==> src/rtl/gpio_irq_router_pkg.sv <==
// Shared constants and helpers for the banked GPIO interrupt router.
// Assumes bank-2 has no more pins than there are direct lines.
package gpio_irq_router_pkg;

    // Default geometry of the three banks.
    localparam int unsigned DEF_B0_PINS = 14;
    localparam int unsigned DEF_B1_PINS = 24;
    localparam int unsigned DEF_B2_PINS = 32;

    // Number of aggregate (per-bank OR) lines appended after the direct lines.
    localparam int unsigned AGG_LINES = 3;

    // Owner of a direct line when its select bit is clear.
    typedef enum logic [1:0] {
        SRC_BANK0 = 2'd0,
        SRC_BANK1 = 2'd1,
        SRC_BANK2 = 2'd2
    } src_bank_e;

    // Native (select-clear) owner of a direct line.
    function automatic src_bank_e native_bank(input int unsigned line, input int unsigned b0_pins);
        return (line < b0_pins) ? SRC_BANK0 : SRC_BANK1;
    endfunction

    // True when a direct line has a select bit that can hand it to bank 2.
    function automatic bit line_shared(input int unsigned line, input int unsigned b2_pins);
        return line < b2_pins;
    endfunction

endpackage

==> src/rtl/gir_sel_reg.sv <==
// Route-select register with a full-word write port and a read port.
// Assumes a synchronous active-low reset; writes take effect on the clock edge.
module gir_sel_reg #(
    parameter int unsigned SEL_W = 32
) (
    input  logic             clk,
    input  logic             rst_n,
    input  logic             wr_en,
    input  logic [SEL_W-1:0] wr_data,
    output logic [SEL_W-1:0] sel_q
);

    // Holds the select word; cleared by reset, loaded on a write.
    always_ff @(posedge clk) begin
        if (!rst_n) begin
            sel_q <= '0;
        end else if (wr_en) begin
            sel_q <= wr_data;
        end
    end

    AST_SEL_RESET: assert property (@(posedge clk) disable iff (!rst_n)
        $past(!rst_n) |-> (sel_q == '0));
    AST_SEL_WRITE: assert property (@(posedge clk) disable iff (!rst_n)
        ($past(rst_n) && $past(wr_en)) |-> (sel_q == $past(wr_data)));
    AST_SEL_HOLD: assert property (@(posedge clk) disable iff (!rst_n)
        ($past(rst_n) && !$past(wr_en)) |-> $stable(sel_q));

endmodule

==> src/rtl/gir_route_mask.sv <==
// Derives, per bank, which pins currently own a direct line.
// Assumes B2_PINS does not exceed B0_PINS + B1_PINS.
module gir_route_mask #(
    parameter int unsigned B0_PINS = 14,
    parameter int unsigned B1_PINS = 24,
    parameter int unsigned B2_PINS = 32
) (
    input  logic [B2_PINS-1:0] sel,
    output logic [B0_PINS-1:0] has_line_b0,
    output logic [B1_PINS-1:0] has_line_b1,
    output logic [B2_PINS-1:0] has_line_b2
);

    // Bank 0: a pin keeps its line unless its shared line is given to bank 2.
    for (genvar p = 0; p < B0_PINS; p++) begin : g_b0
        if (p < B2_PINS) begin : g_shared
            assign has_line_b0[p] = ~sel[p];
        end else begin : g_fixed
            assign has_line_b0[p] = 1'b1;
        end
    end

    // Bank 1: lines past the select width are never handed over.
    for (genvar q = 0; q < B1_PINS; q++) begin : g_b1
        localparam int unsigned LINE = B0_PINS + q;
        if (LINE < B2_PINS) begin : g_shared
            assign has_line_b1[q] = ~sel[LINE];
        end else begin : g_fixed
            assign has_line_b1[q] = 1'b1;
        end
    end

    // Bank 2: a pin owns its line only while its select bit is set.
    for (genvar n = 0; n < B2_PINS; n++) begin : g_b2
        assign has_line_b2[n] = sel[n];
    end

endmodule

==> src/rtl/gir_direct_mux.sv <==
// Builds the direct lines: native bank-0/bank-1 flag or the shared bank-2 flag.
// Assumes B2_PINS does not exceed the number of direct lines.
module gir_direct_mux
    import gpio_irq_router_pkg::*;
#(
    parameter int unsigned B0_PINS = 14,
    parameter int unsigned B1_PINS = 24,
    parameter int unsigned B2_PINS = 32
) (
    input  logic                       clk,
    input  logic                       rst_n,
    input  logic [B2_PINS-1:0]         sel,
    input  logic [B0_PINS-1:0]         flags_b0,
    input  logic [B1_PINS-1:0]         flags_b1,
    input  logic [B2_PINS-1:0]         flags_b2,
    output logic [B0_PINS+B1_PINS-1:0] direct
);

    localparam int unsigned DIR_LINES = B0_PINS + B1_PINS;

    // One selector per direct line; structure depends on the line's owners.
    for (genvar i = 0; i < DIR_LINES; i++) begin : g_line
        localparam src_bank_e NATIVE = native_bank(i, B0_PINS);
        logic native_flag;

        if (NATIVE == SRC_BANK0) begin : g_nat0
            assign native_flag = flags_b0[i];
        end else begin : g_nat1
            assign native_flag = flags_b1[i-B0_PINS];
        end

        if (line_shared(i, B2_PINS)) begin : g_shared
            // Shared line: select bit picks the bank-2 flag.
            always_comb begin
                direct[i] = sel[i] ? flags_b2[i] : native_flag;
            end
        end else begin : g_fixed
            assign direct[i] = native_flag;
        end
    end

    AST_TOP_LINES_FIXED: assert property (@(posedge clk) disable iff (!rst_n)
        direct[DIR_LINES-1:B2_PINS] == flags_b1[B1_PINS-1:B2_PINS-B0_PINS]);

endmodule

==> src/rtl/gir_aggregate.sv <==
// Per-bank OR of the flags that currently have no direct line.
// Assumes the masks mark pins that own a direct line with a 1.
module gir_aggregate #(
    parameter int unsigned B0_PINS = 14,
    parameter int unsigned B1_PINS = 24,
    parameter int unsigned B2_PINS = 32
) (
    input  logic               clk,
    input  logic               rst_n,
    input  logic [B2_PINS-1:0] sel,
    input  logic [B0_PINS-1:0] flags_b0,
    input  logic [B1_PINS-1:0] flags_b1,
    input  logic [B2_PINS-1:0] flags_b2,
    input  logic [B0_PINS-1:0] has_line_b0,
    input  logic [B1_PINS-1:0] has_line_b1,
    input  logic [B2_PINS-1:0] has_line_b2,
    output logic [2:0]         agg
);

    // Reduces the unrouted flags of each bank to one line.
    always_comb begin
        agg[0] = |(flags_b0 & ~has_line_b0);
        agg[1] = |(flags_b1 & ~has_line_b1);
        agg[2] = |(flags_b2 & ~has_line_b2);
    end

    AST_B2_DEFAULT_ALL: assert property (@(posedge clk) disable iff (!rst_n)
        (sel == '0) |-> (agg[2] == (|flags_b2)));
    AST_B0_NONE_SHARED: assert property (@(posedge clk) disable iff (!rst_n)
        (sel[B0_PINS-1:0] == '0) |-> !agg[0]);
    AST_B1_UPPER_NEVER: assert property (@(posedge clk) disable iff (!rst_n)
        (flags_b1[B2_PINS-B0_PINS-1:0] == '0) |-> !agg[1]);

endmodule

==> src/rtl/gpio_irq_router.sv <==
// Top of the banked GPIO interrupt router: select register, direct-line
// selectors and per-bank aggregate lines. Assumes flags are synchronous
// to clk or already stable; the line outputs are combinational.
module gpio_irq_router
    import gpio_irq_router_pkg::*;
#(
    parameter int unsigned B0_PINS = DEF_B0_PINS,
    parameter int unsigned B1_PINS = DEF_B1_PINS,
    parameter int unsigned B2_PINS = DEF_B2_PINS
) (
    input  logic                                 clk,
    input  logic                                 rst_n,
    input  logic                                 sel_wr_en,
    input  logic [B2_PINS-1:0]                   sel_wr_data,
    output logic [B2_PINS-1:0]                   sel_rd_data,
    input  logic [B0_PINS-1:0]                   flags_b0,
    input  logic [B1_PINS-1:0]                   flags_b1,
    input  logic [B2_PINS-1:0]                   flags_b2,
    output logic [B0_PINS+B1_PINS+AGG_LINES-1:0] irq_lines
);

    localparam int unsigned DIR_LINES = B0_PINS + B1_PINS;

    logic [B2_PINS-1:0]   sel_q;
    logic [B0_PINS-1:0]   has_line_b0;
    logic [B1_PINS-1:0]   has_line_b1;
    logic [B2_PINS-1:0]   has_line_b2;
    logic [DIR_LINES-1:0] direct;
    logic [2:0]           agg;

    gir_sel_reg #(.SEL_W(B2_PINS)) i_sel_reg (
        .clk     (clk),
        .rst_n   (rst_n),
        .wr_en   (sel_wr_en),
        .wr_data (sel_wr_data),
        .sel_q   (sel_q)
    );

    gir_route_mask #(.B0_PINS(B0_PINS), .B1_PINS(B1_PINS), .B2_PINS(B2_PINS)) i_mask (
        .sel         (sel_q),
        .has_line_b0 (has_line_b0),
        .has_line_b1 (has_line_b1),
        .has_line_b2 (has_line_b2)
    );

    gir_direct_mux #(.B0_PINS(B0_PINS), .B1_PINS(B1_PINS), .B2_PINS(B2_PINS)) i_direct (
        .clk      (clk),
        .rst_n    (rst_n),
        .sel      (sel_q),
        .flags_b0 (flags_b0),
        .flags_b1 (flags_b1),
        .flags_b2 (flags_b2),
        .direct   (direct)
    );

    gir_aggregate #(.B0_PINS(B0_PINS), .B1_PINS(B1_PINS), .B2_PINS(B2_PINS)) i_agg (
        .clk         (clk),
        .rst_n       (rst_n),
        .sel         (sel_q),
        .flags_b0    (flags_b0),
        .flags_b1    (flags_b1),
        .flags_b2    (flags_b2),
        .has_line_b0 (has_line_b0),
        .has_line_b1 (has_line_b1),
        .has_line_b2 (has_line_b2),
        .agg         (agg)
    );

    // Direct lines first, then the bank-0, bank-1, bank-2 aggregates.
    always_comb begin
        irq_lines   = {agg, direct};
        sel_rd_data = sel_q;
    end

    AST_B0_NOT_LOST: assert property (@(posedge clk) disable iff (!rst_n)
        (|flags_b0) |-> (|irq_lines[B0_PINS-1:0] || irq_lines[DIR_LINES]));
    AST_B1_NOT_LOST: assert property (@(posedge clk) disable iff (!rst_n)
        (|flags_b1) |-> (|irq_lines[DIR_LINES-1:B0_PINS] || irq_lines[DIR_LINES+1]));
    AST_B2_NOT_LOST: assert property (@(posedge clk) disable iff (!rst_n)
        (|flags_b2) |-> (|(irq_lines[B2_PINS-1:0] & sel_rd_data) || irq_lines[DIR_LINES+2]));
    AST_QUIET_LINES: assert property (@(posedge clk) disable iff (!rst_n)
        ((flags_b0 == '0) && (flags_b1 == '0) && (flags_b2 == '0)) |-> (irq_lines == '0));

endmodule

==> config.mk <==
export PLATFORM = sky130hd
export DESIGN_NAME = gpio_irq_router
export DESIGN_NICKNAME = d
export VERILOG_FILES = /design/src/rtl/gpio_irq_router_pkg.sv /design/src/rtl/gir_sel_reg.sv /design/src/rtl/gir_route_mask.sv /design/src/rtl/gir_direct_mux.sv /design/src/rtl/gir_aggregate.sv /design/src/rtl/gpio_irq_router.sv
export SDC_FILE = /design/constraint.sdc
export NUM_CORES = 1
export LEC_CHECK = 0
export ABC_AREA = 1
export BUFFER_PORTS_ARGS = -buffer_cell sky130_fd_sc_hd__buf_4
export CAP_MARGIN = 20
export CORE_ASPECT_RATIO = 1.25
export CORE_MARGIN = 2
export CORE_UTILIZATION = 35
export CTS_BUF_LIST = sky130_fd_sc_hd__clkbuf_8
export CTS_CLUSTER_DIAMETER = 30
export CTS_CLUSTER_SIZE = 40
export DETAILED_ROUTE_END_ITERATION = 10
export PLACE_DENSITY = 0.77
export REMOVE_ABC_BUFFERS = 1
export SLEW_MARGIN = 0
export SYNTH_ARGS = -nofsm -noshare
export SYNTH_HDL_FRONTEND = slang
export SYNTH_SLANG_ARGS = --single-unit
export TNS_END_PERCENT = 10
==> constraint.sdc <==
create_clock -name clk -period 0.8 [get_ports clk]
set_input_delay 0.04 -clock clk [delete_from_list [all_inputs] [get_ports clk]]
set_output_delay 0.04 -clock clk [all_outputs]
set_load 0.05 [all_outputs]
==> run metrics, run 1 <==
outcome=complete, but fails checks; failing checks=setup timing; worst endpoint required time=760 ps; Initial DRT Pass Iterations=4; area growth from synthesis to layout=124%; delay of the slowest cell on the worst path=330 ps; via/cell ratio=4.83; CP arrival=1320 ps; CP max FO=3; All-Layer GR Usage=0.253; # nets final=682; Tmin final=1360 ps; Yosys top cell area share=0.321; flops & latches, synth=32; Area contributors post-synth=dfxtp_1, nand2_1, o21ai_0, a21oi_1, inv_1; Slew Limit Fails=0; total CTS buffers=5; Synth cell types=15; Final WS setup=-556 ps; CTS tree=done; Leak=2.34 nW; width of the die=71.5 um; Peak supply drop=0.00100 V; row cnt=30; endpoint class of the critical path=primary output; DRT antenna net count=0; pre-CTS WS=-335 ps; top_reg_cell synth=dfxtp_1; Tcrit/Tclk final=1.70; number of global-route vias before repair=3,025; Initial DRC Count=96; RSZ-0062 raised after global routing=yes; largest net degree at the start of global routing=33; clk buf depth=2; initial antenna violation count=0; Cells after Synth=348; max-cap check violation count=0; startpoint types=flop; Ant. Diodes=0; final total power=0.00641 W; CP max-delay cell=dfxtp_2; final setup vio count=67; Post-Syn Area=1990 sq um; synth cell count leaders=nand2_1, o21ai_0, inv_1, a21oi_1, dfxtp_1; post-synthesis async set-or-reset flop share=0; worst hold path class=in -> reg; Max H-tree Level=2; Worst-Skew Late Latency=270 ps; Die Y=88.4 um; clock skew=0 ps; Worst-path clk slew=70 ps; via count=3,098; final WL=8750 um; pwr/cell area=1430 nW/um^2; WL per Instance=13.6 um; largest reg by FF count=i_sel_reg.sel_q; Final Instance Count excl. Fillers=642; die area=6320 sq um; Slew HR=0.794; Final GP Congestion=0.879; CORE AREA=5480 sq um; post-placement cell count=626; DRC viols=0; CP dominant cell by count=nand2_2; max FFs per register=32; share of layout cells above drive strength 1=0.571; Clock Tree Root=clkbuf_8; io pins=178; Post-Syn Area per Cell=5.73 sq um; top cell type by total area after synthesis=dfxtp_1; Top Registers=i_sel_reg.sel_q (32); EDFF count, synth=0; WS Path Type=reg -> out; Slew @ Worst Pin=309 ps; GRT overflow=0; crit-path cells=nand2_2, nand2_2, a21oi_2, nand2_2, nor2_2, nand2_1, buf_6; CTS Sinks=32; Seq/Total Area, Yosys=0.321; hold violation count in the final report=0; hpwl dp=6280 um; Max Freq=737 MHz; first-pass GRT wire length=12,900 um; Ys Warns=0; leading cell type by number of instances after synthesis=nand2_1; starting density of the core=0.364; Port-buffer cells=165
cell usage in the layout (no fill, tap or decap), types with 3 or more instances in the layout:
| cell type | count |
|---|---|
| a21oi_1 | 30 |
| a21oi_2 | 4 |
| buf_4 | 146 |
| buf_6 | 68 |
| buf_8 | 18 |
| clkbuf_8 | 6 |
| dfxtp_2 | 29 |
| dfxtp_4 | 3 |
| dlygate4sd3_1 | 3 |
| inv_1 | 31 |
| inv_2 | 9 |
| nand2_1 | 122 |
| nand2_2 | 30 |
| nand2_4 | 3 |
| nor2_1 | 20 |
| nor2_2 | 3 |
| o21ai_0 | 26 |
| o21ai_1 | 13 |
| o21ai_2 | 6 |
final cells by class:
cell class | count | area, sq um
flip-flops and latches | 32 | 688
inverters | 38 | 143
clock inverters | 2 | 7.51
multi-input cells | 263 | 1260
fillers | 374 | 1010
well taps | 64 | 80.1
clock buffers | 6 | 82.6
repair buffers | 237 | 2200
worst paths after layout:
check	from	endpoint	slack, ps	cells after the start
hold reg to reg	i_sel_reg.sel_q[17]$_SDFFE_PN0P_	i_sel_reg.sel_q[17]$_SDFFE_PN0P_	520	2
hold / removal	sel_wr_data[20]	i_sel_reg.sel_q[20]$_SDFFE_PN0P_	40	3
setup reg to reg	i_sel_reg.sel_q[14]$_SDFFE_PN0P_	i_sel_reg.sel_q[14]$_SDFFE_PN0P_	0	3
setup / recovery	i_sel_reg.sel_q[28]$_SDFFE_PN0P_	irq_lines[39]	-560	7
stage by stage:
stage | hold WS, ps | setup TNS, ps | utilization | area, sq um
after floorplan | 80.0 | -23190 | - | 1880
after global placement | 80.5 | -1380 | 0.676 | 3710
after detailed placement | 80.5 | -1880 | 0.676 | 3710
after CTS | 28.1 | -14690 | 0.771 | 4230
after global routing | 27.0 | -17780 | 0.815 | 4470
final | 35.2 | -15020 | 0.815 | 4470
power breakdown:
part	leakage, nW	internal [W]	switching [W]	total (W)
logic	2.01	0.00148	0.00188	0.00336
clock network	0.0538	0.000675	0.000559	0.00123
registers	0.276	0.00173	0.0000878	0.00181
total	2.34	0.00388	0.00253	0.00641
logic make-up (layout without fill, tap and decap cells):
group,count (synthesis),after routing,synth area share
AO/OA/AOI/OAI,80,80,0.201
buffers and inverters,53,283,0.127
flip-flops,32,32,0.321
AND/OR/NAND/NOR,183,183,0.351
critical path, delay by kind of cell (launching register included):
family	cells	cell delay [ps]
AOI/OAI and AO/OA	1	130
buffers and inverters	1	160
DFF	1	330
and+or+nand+nor	5	430
routing by layer:
layer  part of all wire  global-route usage  vias up
met5                  0                   0        -
met4              0.024              0.0566        0
met3              0.066              0.0547       19
met2               0.56               0.511      140
met1               0.35               0.263     1393
li1                   -                   -     1546
repair_timing:
action | in CTS | in global routing
hold buffers | 3 | 0
pin swaps | 23 | 22
endpoints found under the hold margin | 3 | 0
gates resized for setup | 141 | 72
buffers inserted | 1 | 5
setup endpoints to repair | 67 | 68
(Power assumes the default switching activity.)
==> run 2, diff against run 1 <==
--- a/constraint.sdc
+++ b/constraint.sdc
@@ -3,2 +3,2 @@
 set_output_delay 0.04 -clock clk [all_outputs]
-set_load 0.05 [all_outputs]
+set_load 0.005 [all_outputs]
==> run metrics, run 2 (synthesis results as in run 1) <==
RSZ-0062 raised after global routing=yes; Worst-path clk slew=70 ps (about the same); commonest non-fill, non-tap cell in the layout=buf_4; post-placement cell count=626 (unchanged); Final GP Congestion=0.874 (-0.60%); width of the die=71.5 um (unchanged); starting density of the core=0.364 (unchanged); failing checks=setup timing; CTS Sinks=32 (unchanged); final total power=0.00544 W (-15%); Leak=2.31 nW (-1.6%); Die Y=88.4 um (unchanged); Worst-Skew Late Latency=260 ps (about the same); hpwl dp=6210 um (-1.1%); largest reg by FF count=i_sel_reg.sel_q; io pins=178 (unchanged); row cnt=30 (unchanged); post-route cell area=4400 sq um (-1.5%); clk buf depth=2 (unchanged); Slew Limit Fails=0 (unchanged); CP max FO=3 (unchanged); share of layout cells above drive strength 1=0.600 (+0.0291); setup_tns=-11,130 ps (+3890 ps); Ant. Diodes=0 (unchanged); Top Registers=i_sel_reg.sel_q (32); max FFs per register=32 (unchanged); CORE AREA=5480 sq um (unchanged); endpoint class of the critical path=primary output; Port-buffer cells=165 (unchanged); Max Freq=750 MHz (+1.7%); WS Path Type=reg -> out; GRT overflow=0 (unchanged); Slew @ Worst Pin=315 ps (+6.12 ps); Initial DRC Count=100 (+4.2%); worst endpoint required time=760 ps (about the same); CTS tree=done; number of global-route vias before repair=2,962 (-2.1%); Tcrit/Tclk final=1.67 (-0.0285); worst hold path class=in -> reg; Slew HR=0.790 (-0.00408); CP arrival=1290 ps (-30 ps); Met2 Routed Length=5080 um (+2.9%); initial antenna violation count=0 (unchanged); area growth from synthesis to layout=121%; Tmin final=1330 ps (-22.8 ps); Clock Tree Root=clkbuf_8; final WL=8780 um (+0.34%); max-cap check violation count=0 (unchanged); via/cell ratio=4.86 (+0.66%); # nets final=680 (-0.29%); Initial DRT Pass Iterations=4 (unchanged); Final WS setup=-533 ps (+22.8 ps); highest metal used=met4; via count=3,104 (+0.19%); die area=6320 sq um (unchanged); met1 WL=3050 um (+0.89%); startpoint types=flop; DRT antenna net count=0 (unchanged); final setup vio count=68 (+1.5%); WL per Instance=13.7 um (+0.81%); total CTS buffers=5 (unchanged); DRC viols=0 (unchanged); Peak supply drop=0.000927 V (-7.8%); commonest cells after routing, fill and taps aside=buf_4, nand2_1, buf_6, nand2_2, a21oi_1; largest net degree at the start of global routing=33 (unchanged); Placed Instance Area=3710 sq um (unchanged); clock skew=0 ps (unchanged); outcome=complete, but fails checks; Fill cells=370 (-1.1%); All-Layer GR Usage=0.254 (+0.000954); wire length on met3=536 um (-7.3%); first-pass GRT wire length=12,800 um (-0.81%); Max H-tree Level=2 (unchanged); Final Instance Count excl. Fillers=639 (-0.47%); pwr/cell area=1240 nW/um^2 (-14%); post-layout util=0.803 (-0.0119); hold violation count in the final report=0 (unchanged)
==> run 2: worst max-delay path, stage by stage, from the launching register on <==
cell     delay [ps]
dfxtp_2         360
inv_2            40
nand2_1          50
nand2_1          60
nor2_1          130
nand2_1          80
nor2_1          130
nand2_1          70
buf_6           120
==> run 2: worst paths after layout <==
| path | endpoint | cells past startpoint | slack, ps | from |
|---|---|---|---|---|
| min reg2reg | i_sel_reg.sel_q[17]$_SDFFE_PN0P_ | 2 | 520 | i_sel_reg.sel_q[17]$_SDFFE_PN0P_ |
| min | i_sel_reg.sel_q[22]$_SDFFE_PN0P_ | 3 | 40 | sel_wr_data[22] |
| max reg2reg | i_sel_reg.sel_q[8]$_SDFFE_PN0P_ | 4 | -20 | i_sel_reg.sel_q[8]$_SDFFE_PN0P_ |
| max | irq_lines[40] | 8 | -530 | i_sel_reg.sel_q[29]$_SDFFE_PN0P_ |
==> run 2: repair_timing <==
action                                 in CTS  in global routing
resized for setup                         119                 94
setup endpoints to repair                  67                 70
endpoints found under the hold margin       3                  0
buffers inserted                            2                  2
pin swaps                                  21                 19
hold buffers                                3                  0
==> run 2: final cells by class <==
cell class	instances	area, sq um	share of cell area
tap	64	80.1	0.0182
multi-input combinational	263	1270	0.289
timing repair buffer	235	2120	0.482
clock buffer	7	96.3	0.0219
sequential	32	686	0.156
inverter	38	143	0.0324
==> run 2: power breakdown <==
part / switching [W] / internal [W] / leakage [nW]
Sequential: 0.000105 / 0.00173 / 0.276
Combinational: 0.000914 / 0.00137 / 1.98
Clock: 0.000556 / 0.000766 / 0.0503
Total: 0.00158 / 0.00386 / 2.31
==> run 2: per-layer routing <==
layer,track usage,vias up
met5,0,-
met4,0.0703,0
met3,0.0467,8
met2,0.519,119
met1,0.258,1433
li1,-,1544
==> run 2: metrics by stage <==
step	setup WS [ps]	hold WS (ps)
4_1_cts	-511	35.7
2_1_floorplan	-47.7	80.0
5_1_grt	-605	43.4
3_3_place_gp	-235	80.1
6_report	-533	41.4
3_5_place_dp	-260	80.1
